File: config.mk
export PLATFORM = sky130hd
export DESIGN_NAME = gpb_arbiter
export DESIGN_NICKNAME = d
export VERILOG_FILES = /design/src/rtl/gpb_arbiter_pkg.sv /design/src/rtl/gpb_grant_ctrl.sv /design/src/rtl/gpb_chain_slot.sv /design/src/rtl/gpb_arbiter.sv
export SDC_FILE = /design/constraint.sdc
export NUM_CORES = 1
export LEC_CHECK = 0
export CORE_AREA = 4 4 41 43
export DETAILED_ROUTE_END_ITERATION = 16
export DIE_AREA = 0 0 45 47
export GPL_TIMING_DRIVEN = 0
export SLEW_MARGIN = 20
export SYNTH_ARGS = -nofsm -noshare
export SYNTH_HDL_FRONTEND = slang
export SYNTH_SLANG_ARGS = --single-unit
File: constraint.sdc
create_clock -name clk -period 1 [get_ports clk]
set_input_delay 0.15 -clock clk [delete_from_list [all_inputs] [get_ports clk]]
set_output_delay 0.15 -clock clk [all_outputs]
set_load 0.03 [all_outputs]
File: src/rtl/gpb_arbiter_pkg.sv
package gpb_arbiter_pkg;

   localparam int unsigned GPB_MAX_SLOTS = 64;

   typedef enum logic [1:0] {
      CTL_IDLE  = 2'd0,
      CTL_OFFER = 2'd1,
      CTL_OWNED = 2'd2,
      CTL_SETTLE = 2'd3
   } gpb_ctl_e;

endpackage

File: src/rtl/gpb_grant_ctrl.sv
module gpb_grant_ctrl
   import gpb_arbiter_pkg::*;
(
   input  logic clk,
   input  logic rst,
   input  logic req_any,
   input  logic busy,
   output logic grant
);

   gpb_ctl_e state_q, state_d;

   always_comb begin
      state_d = state_q;
      unique case (state_q)
         CTL_IDLE:   if (req_any && !busy) state_d = CTL_OFFER;
         CTL_OFFER: begin
            if (busy)          state_d = CTL_OWNED;
            else if (!req_any) state_d = CTL_IDLE;
         end
         CTL_OWNED:  if (!busy) state_d = CTL_SETTLE;
         CTL_SETTLE: state_d = req_any ? CTL_OFFER : CTL_IDLE;
         default:    state_d = CTL_IDLE;
      endcase
   end

   always_ff @(posedge clk) begin
      if (rst) state_q <= CTL_IDLE;
      else     state_q <= state_d;
   end

   assign grant = (state_q == CTL_OFFER);

   AST_GRANT_WITHDRAWN: assert property (@(posedge clk) disable iff (rst)
      busy |=> !grant);

   AST_HOLDOFF_AFTER_RELEASE: assert property (@(posedge clk) disable iff (rst)
      $fell(busy) |=> !grant);

   AST_GRANT_NEEDS_REQ: assert property (@(posedge clk) disable iff (rst)
      $rose(grant) |-> $past(req_any));

endmodule

File: src/rtl/gpb_chain_slot.sv
module gpb_chain_slot (
   input  logic clk,
   input  logic rst,
   input  logic req,
   input  logic grant_in,
   input  logic busy_in,
   output logic grant_out,
   output logic master
);

   logic master_q;

   assign grant_out = grant_in & ~req;

   always_ff @(posedge clk) begin
      if (rst)           master_q <= 1'b0;
      else if (master_q) master_q <= req;
      else               master_q <= grant_in & req & ~busy_in;
   end

   assign master = master_q;

   AST_RELEASE_NEXT_EDGE: assert property (@(posedge clk) disable iff (rst)
      (master_q && !req) |=> !master_q);

   AST_HOLD_WHILE_REQ: assert property (@(posedge clk) disable iff (rst)
      (master_q && req) |=> master_q);

   AST_NO_CAPTURE_WITHOUT_GRANT: assert property (@(posedge clk) disable iff (rst)
      (!master_q && !grant_in) |=> !master_q);

   AST_CAPTURE_ON_GRANT: assert property (@(posedge clk) disable iff (rst)
      (grant_in && req && !busy_in) |=> master_q);

endmodule

File: src/rtl/gpb_arbiter.sv
module gpb_arbiter
   import gpb_arbiter_pkg::*;
#(
   parameter int unsigned NUM_SLOTS = 4
) (
   input  logic                 clk,
   input  logic                 rst,
   input  logic [NUM_SLOTS-1:0] dev_req,
   output logic                 bus_req,
   output logic                 grant_head,
   output logic [NUM_SLOTS-1:0] grant_taps,
   output logic                 bus_busy,
   output logic [NUM_SLOTS-1:0] dev_master
);

   if (NUM_SLOTS < 1 || NUM_SLOTS > GPB_MAX_SLOTS) begin : g_bad_slots
      $error("gpb_arbiter: NUM_SLOTS out of range");
   end

   logic [NUM_SLOTS:0] chain;

   assign bus_req  = |dev_req;
   assign bus_busy = |dev_master;

   gpb_grant_ctrl u_ctrl (
      .clk     (clk),
      .rst     (rst),
      .req_any (bus_req),
      .busy    (bus_busy),
      .grant   (grant_head)
   );

   assign chain[0] = grant_head;

   for (genvar i = 0; i < NUM_SLOTS; i++) begin : g_slot
      gpb_chain_slot u_slot (
         .clk       (clk),
         .rst       (rst),
         .req       (dev_req[i]),
         .grant_in  (chain[i]),
         .busy_in   (bus_busy),
         .grant_out (chain[i+1]),
         .master    (dev_master[i])
      );

      if (i > 0) begin : g_prio_chk
         AST_LOWEST_INDEX_WINS: assert property (@(posedge clk) disable iff (rst)
            $rose(dev_master[i]) |-> ($past(dev_req[i-1:0]) == '0));
      end
   end

   assign grant_taps = chain[NUM_SLOTS:1];

   AST_SINGLE_MASTER: assert property (@(posedge clk) disable iff (rst)
      $onehot0(dev_master));

   AST_RESET_CLEARS: assert property (@(posedge clk)
      rst |=> (dev_master == '0 && !grant_head));

endmodule

# Word-level counts from Yosys, hierarchy flattened
# Cells that the tools add are included.
[word_totals] register_bits=6
[classes] eq_ne=6 muxes=10 n_bitwise=17 reduce_logical=6
[ops] operator="$and A1 B1 Y1" count=12
[ops] operator="$mux W2" count=4
[ops] operator="$pmux W2 S4" count=1
[ops] operator="$reduce_or A4 Y1" count=2
[ops] operator="$mux W1" count=5
[ops] operator="$not A1 Y1" count=5
[ops] operator="$eq A2 B2 Y1 const B" count=2
[ops] operator="$ne A3 B2 Y1 const B" count=1
[ops] operator="$reduce_and A3 Y1" count=1
[ops] operator="$eq A2 B1 Y1 const B" count=1
[ops] operator="$logic_not A2 Y1" count=1
[ops] operator="$ne A2 B1 Y1 const B" count=1
[ops] operator="$ne A2 B2 Y1 const B" count=1
[ops] operator="$logic_and A1 B1 Y1" count=1
[ops] operator="$logic_not A1 Y1" count=1

# Longest topological paths before layout
# Gate-level depths: netlist of the first run.
[depth] word_depth=7 depth_mapped=4 ltp_nobuf=4

# Modules after synthesis
# A second synthesis of the first run with hierarchy kept.
[hier_totals] cells_unflattened=33 hier_area_um2=309.0
[modules_own_cells] mod="gpb_chain_slot" n_inst=4 cells_per_inst=5 area_per_inst_um2=46.3
[modules_own_cells] mod="gpb_grant_ctrl" n_inst=1 cells_per_inst=11 area_per_inst_um2=108.9
[modules_own_cells] mod="gpb_arbiter" n_inst=1 cells_per_inst=2 area_per_inst_um2=15.0

# Least setup slack after synthesis of the first run
# No wires, ideal clock.
[synth_timing] path_kind="flip-flop to output port" from="register u_ctrl.state_q[0]" to="output port grant_taps[3]" arrival_ns=1.268 t_required_ns=0.850 slack_ns=-0.418 stages_incl_launch_ff=4 path_buffers=1 cell_sequence="dfxtp_1 > nor2b_1 > nor2b_1 > buf_4"
[synth_via] elab_chain_cells=5
[synth_rtl] element="from (decl)" line="gpb_grant_ctrl.sv:11" text="gpb_ctl_e state_q, state_d;"
[synth_rtl] element="from (signal assigned)" line="gpb_grant_ctrl.sv:29" text="else state_q <= state_d;"
[synth_rtl] element="$eq A2 B1 Y1" line="gpb_grant_ctrl.sv:32" text="assign grant = (state_q == CTL_OFFER);"
[synth_rtl] element="net grant_head" line="gpb_arbiter.sv:10" text="output logic grant_head,"
[synth_rtl] element="$and A1 B1 Y1 (4 in a row)" line="gpb_chain_slot.sv:13" text="assign grant_out = grant_in & ~req;"
[synth_rtl] element="to (decl)" line="gpb_arbiter.sv:11" text="output logic [NUM_SLOTS-1:0] grant_taps,"
# The timed path passes the listed nets, and every way through them passes these cells.

==> metrics.md, run 1 <==
| Metric | Value |
|---|---|
| CTS tree | `yes` |
| Switching pwr | `260 uW` |
| Pre-CTS setup slack | `-1.20 ns` |
| Share of cells above drive strength 1 | `82.1%` |
| Tmin final | `around 1.4 ns` |
| Die Y | `roughly 47 um` |
| Max-Cap Viols | `0` |
| Drt pass-1 iters | `2` |
| Row count | `13` |
| Worst-margin pin slew | `around 0.30 ns` |
| GR Util All Layers | `between 10% and 20%` |
| I/O pin cnt | `17` |
| Met1 wire length | `between 400 and 500 um` |
| Max IR drop VDD | `0.784 mV` |
| Area Overhead vs Synth | `108%` |
| DRT Wirelength | `around 1.1 mm` |
| Commonest cells in the netlist | `8 x buf_4, 6 x dfxtp_1, 4 x a21oi_1, 4 x nor3b_1, 3 x nor2b_1` |
| Sequential share of power | `roughly a third` |
| Hold Slack | `~0.15 ns` |
| Most used DFF post-synth | `dfxtp_1` |
| Final WS setup | `-0.359 ns` |
| Initial Util | `27.1%` |
| Die extent in x | `between 40 and 50 um` |
| Vias | `between 300 and 400` |
| Met3 wire length | `between 60 and 70 um` |
| Total global routing overflow | `0` |
| Crit-path max FO | `4` |
| Slew Limit Fails | `0` |
| Cell Pwr Density | `1140 mW/mm2` |
| Clock-pin slew on the worst setup and hold paths | `approximately 0.05 ns` |
| First-pass GRT wire length | `1.66 mm` |
| Fin. Hold Viols | `0` |
| Failing checks | `setup timing` |
| Iteration-0 DRC Markers | `1` |
| Post-layout nets | `between 70 and 80` |
| Gp weighted congestion | `0.676` |
| FF+latch count, synth | `6` |
| Register area share after synthesis | `around 34%` |
| Top sig layer | `met4` |
| Ys async rst share | `0%` |
| Post-DP HPWL | `roughly 640 um` |
| Warnings from Yosys | `0` |
| Vias per inst | `approximately 4.6` |
| Slew Limit Headroom | `about 80%` |
| Clk pwr share | `a little over a quarter` |
| Sinks on Clock Net | `6` |
| Peak Freq | `roughly 740 MHz` |
| Leak | `around 0.33 nW` |
| Comb pwr share | `a little over two fifths` |
| DIE AREA | `approximately 0.0021 mm2` |
| Antenna diodes | `0` |
| Cell with the most instances after synthesis | `buf_4` |
| Num CTS Buffers | `3` |
| CTS root buf | `clkbuf_4` |
| R2R depth | `5` |
| CP startpoint kind | `flip-flop` |
| Mean Syn Cell Area | `between 9 and 10 um2` |
| WL/cell | `about 13 um` |
| Core Box Area | `~0.0013 mm2` |
| RSZ-0062 raised after global routing | `yes` |
| Initial antenna violation count | `0` |
| Fin crit share | `136%` |
| Worst-skew pair later-pin latency | `about 0.25 ns` |
| Status | `finished with violations` |
| Metal2 WL | `slightly above 500 um` |
| Post-synth top area share | `between 30% and 40%` |
| Largest net degree at the start of global routing | `7` |
| CP Capture Type | `output port` |
| Number of global-route vias before repair | `about 370` |
| R2r setup slk | `-0.27 ns` |
| Synth area leader | `dfxtp_1` |
| Post-route ant nets | `0` |
| Data arrival, critical path | `about 1.2 ns` |
| Number of port buffers | `16` |
| HP Class | `in -> reg` |
| Top cells by area, synth | `dfxtp_1 34%, buf_4 17%, nor3b_1 8.5%` |
| Number of remaining DRC errors | `0` |
| # setup viols final | `13` |
| Crit path capture | `grant_taps[2]` |
| Reg-to-Reg End | `g_slot[3].u_slot.master` |
| Max Root-Sink Buffers | `2` |
| Mapped Area | `353 um2` |
| Reg-to-reg startpoint | `g_slot[3].u_slot.master` |
| Number of synthesized flops with an enable pin | `0` |
| Int Pwr | `between 500 and 600 uW` |
| Syn Nets | `44` |
| Final Skew | `roughly 0.0063 ns` |
| Syn Inst Count | `38` |
| CP required | `between 0.8 and 0.9 ns` |
| Htree depth | `1` |
| Kind of critical path | `reg -> out` |
| Number of library cell types mapped by synthesis | `15` |
| Switching share of power | `between 30% and 40%` |
==> critical path, stage by stage (launching register included) <==
cell,delay (ns)
dfxtp_4,0.35
nor4b_4,0.30
and2_4,0.20
buf_6,0.12
==> cell type report <==
| type | instances | area [um2] |
|---|---|---|
| buffer | 5 | 48.8 |
| clock buffer | 3 | 22.5 |
| fill | 128 | 568 |
| inverter | 2 | 7.51 |
| multi-input combinational | 22 | 216 |
| sequential | 6 | 140 |
| tap | 15 | 18.8 |
| timing repair buffer | 29 | 279 |
==> worst min path at each step <==
stage	cells past startpoint	to	slack (ns)	from
final	2	g_slot[3].u_slot.master	0.15	dev_req[3]
after global routing	2	g_slot[3].u_slot.master	0.14	dev_req[3]
after CTS	2	g_slot[3].u_slot.master	0.17	dev_req[3]
after detailed placement	2	u_ctrl.state_q[0]	0.51	u_ctrl.state_q[0]
after global placement	2	u_ctrl.state_q[0]	0.51	u_ctrl.state_q[0]
after floorplan	1	u_ctrl.state_q[0]	0.21	rst
==> power by group through the flow <==
stage,clock network [mW],logic (mW),registers (mW)
after global placement,0,0.231,0.279
after detailed placement,0,0.232,0.279
after global routing,0.265,0.367,0.266
final,0.225,0.348,0.264
after floorplan,0,0.146,0.274
after CTS,0.235,0.297,0.267
==> what timing repair did <==
item,in CTS,in global routing
setup buffers,8,6
gates resized for setup,106,16
pin swaps,7,8
endpoints found under the setup margin,17,17
hold buffers,0,0
==> layer usage <==
metal | vias to the layer above | GRT usage, %
met4 | 0 | 8.77
li1 | 185 | -
met5 | - | 0
met3 | 4 | 5.75
met2 | 13 | 16.7
met1 | 173 | 14.2
==> placed cells by master, fill, tap and decap left out <==
cell             count
buf_8                1
nor4b_4              1
clkbuf_4             3
inv_2                1
nand3_1              1
nor4_4               1
and2_4               1
buf_6               18
inv_1                1
a21oi_2              2
nand2_1              2
or4_4                1
a21oi_4              1
buf_4               12
a21oi_1              1
a31oi_1              2
buf_2                2
nor3b_1              1
clkdlybuf4s50_1      1
nor2_1               1
nor2b_1              1
dfxtp_4              5
nor2b_4              2
dfxtp_2              1
nor3b_2              3
nor3_1               1
==> per-stage QoR <==
| step | utilization [%] | area (um2) | total power, mW | cells | setup TNS (ns) |
|---|---|---|---|---|---|
| floorplan | - | 372 | 0.420 | 38 | -0.677 |
| global placement | 42.3 | 551 | 0.511 | 69 | -9.25 |
| detailed placement | 42.3 | 551 | 0.512 | 69 | -9.28 |
| CTS | 50.4 | 656 | 0.800 | 78 | -3.06 |
| global route | 56.3 | 733 | 0.898 | 82 | -4.15 |
| finish | 56.3 | 733 | 0.838 | 82 | -3.26 |
==> cells by family after synthesis <==
family / share of synthesized area, %
and+or+nand+nor: 37.6
buffers and inverters: 19.2
DFF: 34.0
AOI/OAI and AO/OA: 9.22
Power figures use the tool's default switching activity.
==> run 2, diff against run 1 <==
Settings changed: GPL_ROUTABILITY_DRIVEN from default to 0, SETUP_SLACK_MARGIN from default to 0.15.
==> run 2 against run 1 <==
The flow still finishes with violations (setup timing). First-iteration DRC count grew to 4.0 times the previous value. Fmax is 6.3% lower. Global-route usage is 0.13 points higher. Register-to-register slack better by 0.07 ns. Critical path type unchanged. Largest cell class unchanged. Largest power group unchanged.
==> metrics.md, run 2 (same netlist as run 1, synthesis figures left out) <==
| Metric | Value |
|---|---|
| Worst-margin pin slew | `0.291 ns (-0.00622 ns)` |
| Max IR drop VDD | `0.649 mV (-17%)` |
| Max Root-Sink Buffers | `2 (unchanged)` |
| Die extent in x | `45 um (unchanged)` |
| Die Y | `47 um (unchanged)` |
| CP startpoint kind | `flip-flop` |
| Number of global-route vias before repair | `373 (+1.4%)` |
| Num CTS Buffers | `3 (unchanged)` |
| Core Box Area | `0.00130 mm2 (unchanged)` |
| Initial Util | `27.1% (unchanged)` |
| Hold Slack | `0.169 ns (+0.0143 ns)` |
| Fin. Hold Viols | `0 (unchanged)` |
| Sinks on Clock Net | `6 (unchanged)` |
| Status | `finished with violations` |
| CTS tree | `yes` |
| I/O pin cnt | `17 (unchanged)` |
| Initial antenna violation count | `0 (unchanged)` |
| Vias per inst | `4.71 (+3.1%)` |
| Number of port buffers | `16 (unchanged)` |
| CP Capture Type | `output port` |
| WL/cell | `13.6 um (+4.7%)` |
| GR Util All Layers | `12.1% (+0.13 points)` |
| Share of cells above drive strength 1 | `79.7% (-2.4 points)` |
| Fin crit share | `145% (+9.1 points)` |
| CTS root buf | `clkbuf_4` |
| Largest net degree at the start of global routing | `7 (unchanged)` |
| Row count | `13 (unchanged)` |
| Kind of critical path | `reg -> out` |
| Post-layout nets | `77 (+2.7%)` |
| Post-route cell area | `757 um2 (+3.2%)` |
| Tmin final | `1.45 ns (+0.0914 ns)` |
| Cell Pwr Density | `1110 mW/mm2 (-3.0%)` |
| Post-route ant nets | `0 (unchanged)` |
| Area Overhead vs Synth | `115%` |
| Iteration-0 DRC Markers | `4 (+3)` |
| Worst-skew pair later-pin latency | `0.24 ns (about the same)` |
| Max-Cap Viols | `0 (unchanged)` |
| Data arrival, critical path | `1.30 ns (+0.09 ns)` |
| Final WS setup | `-0.451 ns (-0.0914 ns)` |
| Final Skew | `0.00296 ns (-0.00333 ns)` |
| RSZ-0062 raised after global routing | `yes` |
| Total global routing overflow | `0 (unchanged)` |
| Commonest non-fill, non-tap cell in the layout | `buf_6` |
| Leak | `0.346 nW (+3.9%)` |
| CP required | `0.85 ns (about the same)` |
| Clock-pin slew on the worst setup and hold paths | `0.04 ns (about the same)` |
| Placed cell area | `556 um2 (+0.91%)` |
| Antenna diodes | `0 (unchanged)` |
| First-pass GRT wire length | `1.72 mm (+3.7%)` |
| Setup TNS | `-3.32 ns (-0.0692 ns)` |
| Number of remaining DRC errors | `0 (unchanged)` |
| Crit-path max FO | `3 (-1)` |
| Slew Limit Headroom | `80.5% (+0.42 points)` |
| Most frequent cells in the layout | `19 x buf_6, 13 x buf_4, 5 x dfxtp_4` |
| Peak Freq | `689 MHz (-6.3%)` |
| Slew Limit Fails | `0 (unchanged)` |
| DRT Wirelength | `1.15 mm (+7.2%)` |
| # setup viols final | `14 (+1)` |
| Vias | `396 (+5.6%)` |
| HP Class | `in -> reg` |
| Failing checks | `setup timing` |
| Post-CTS Hold Buffers | `0 (unchanged)` |
| Total power | `839 uW (+0.19%)` |
| Htree depth | `1 (unchanged)` |
| Drt pass-1 iters | `3 (+1)` |
| DIE AREA | `0.00212 mm2 (unchanged)` |
-- run 2: changes by cell type in the layout (fill, tap and decap cells not counted), sizes merged --
cell / change
buf: +2
-- run 2: path summary, 6_finish.rpt --
path | to | depth (start not counted) | slack (ns) | start
max | grant_taps[2] | 4 | -0.45 | flip-flop
min | g_slot[0].u_slot.master | 2 | 0.17 | dev_req[0]
max reg2reg | g_slot[3].u_slot.master | 4 | -0.20 | g_slot[0].u_slot.master
min reg2reg | u_ctrl.state_q[0] | 2 | 0.55 | u_ctrl.state_q[0]
-- run 2: layer usage --
layer,GRT usage (%),wire (um),share of wire [%]
met5,0,0,0
met2,18.4,598,52
met1,14.3,463,40
met3,6.13,72,6.3
met4,5.26,12,1.0
-- run 2: where the power goes --
group	switching (mW)	internal [mW]
registers	0.0203	0.247
logic	0.150	0.195
clock network	0.0911	0.136
total	0.261	0.578
-- run 2: cell type report --
class	count	area, um2
fill	119	544
timing repair buffer	28	283
multi-input combinational	22	206
sequential	6	140
buffer	8	78.8
clock buffer	3	22.5
tap	15	18.8
inverter	2	7.51
-- run 2: critical path, stage by stage (launching register included) --
cell	delay (ns)
dfxtp_4	0.36
nor4b_4	0.31
and2_4	0.20
buf_6	0.08
buf_6	0.11
-- run 2: stage by stage --
stage	std cells	utilization, %	setup WS, ns
4_1_cts	78	50.0	-0.455
3_5_place_dp	69	42.7	-1.20
3_3_place_gp	69	42.7	-1.20
6_report	84	58.2	-0.451
2_1_floorplan	38	-	-0.195
5_1_grt	84	58.2	-0.544
-- run 2: what timing repair did --
action                     CTS  global route
pin swaps                    6             4
gates cloned                 0             0
setup endpoints to repair   17            17
gates resized for setup    103            17
buffers inserted             6             6
hold endpoints to repair     0             0
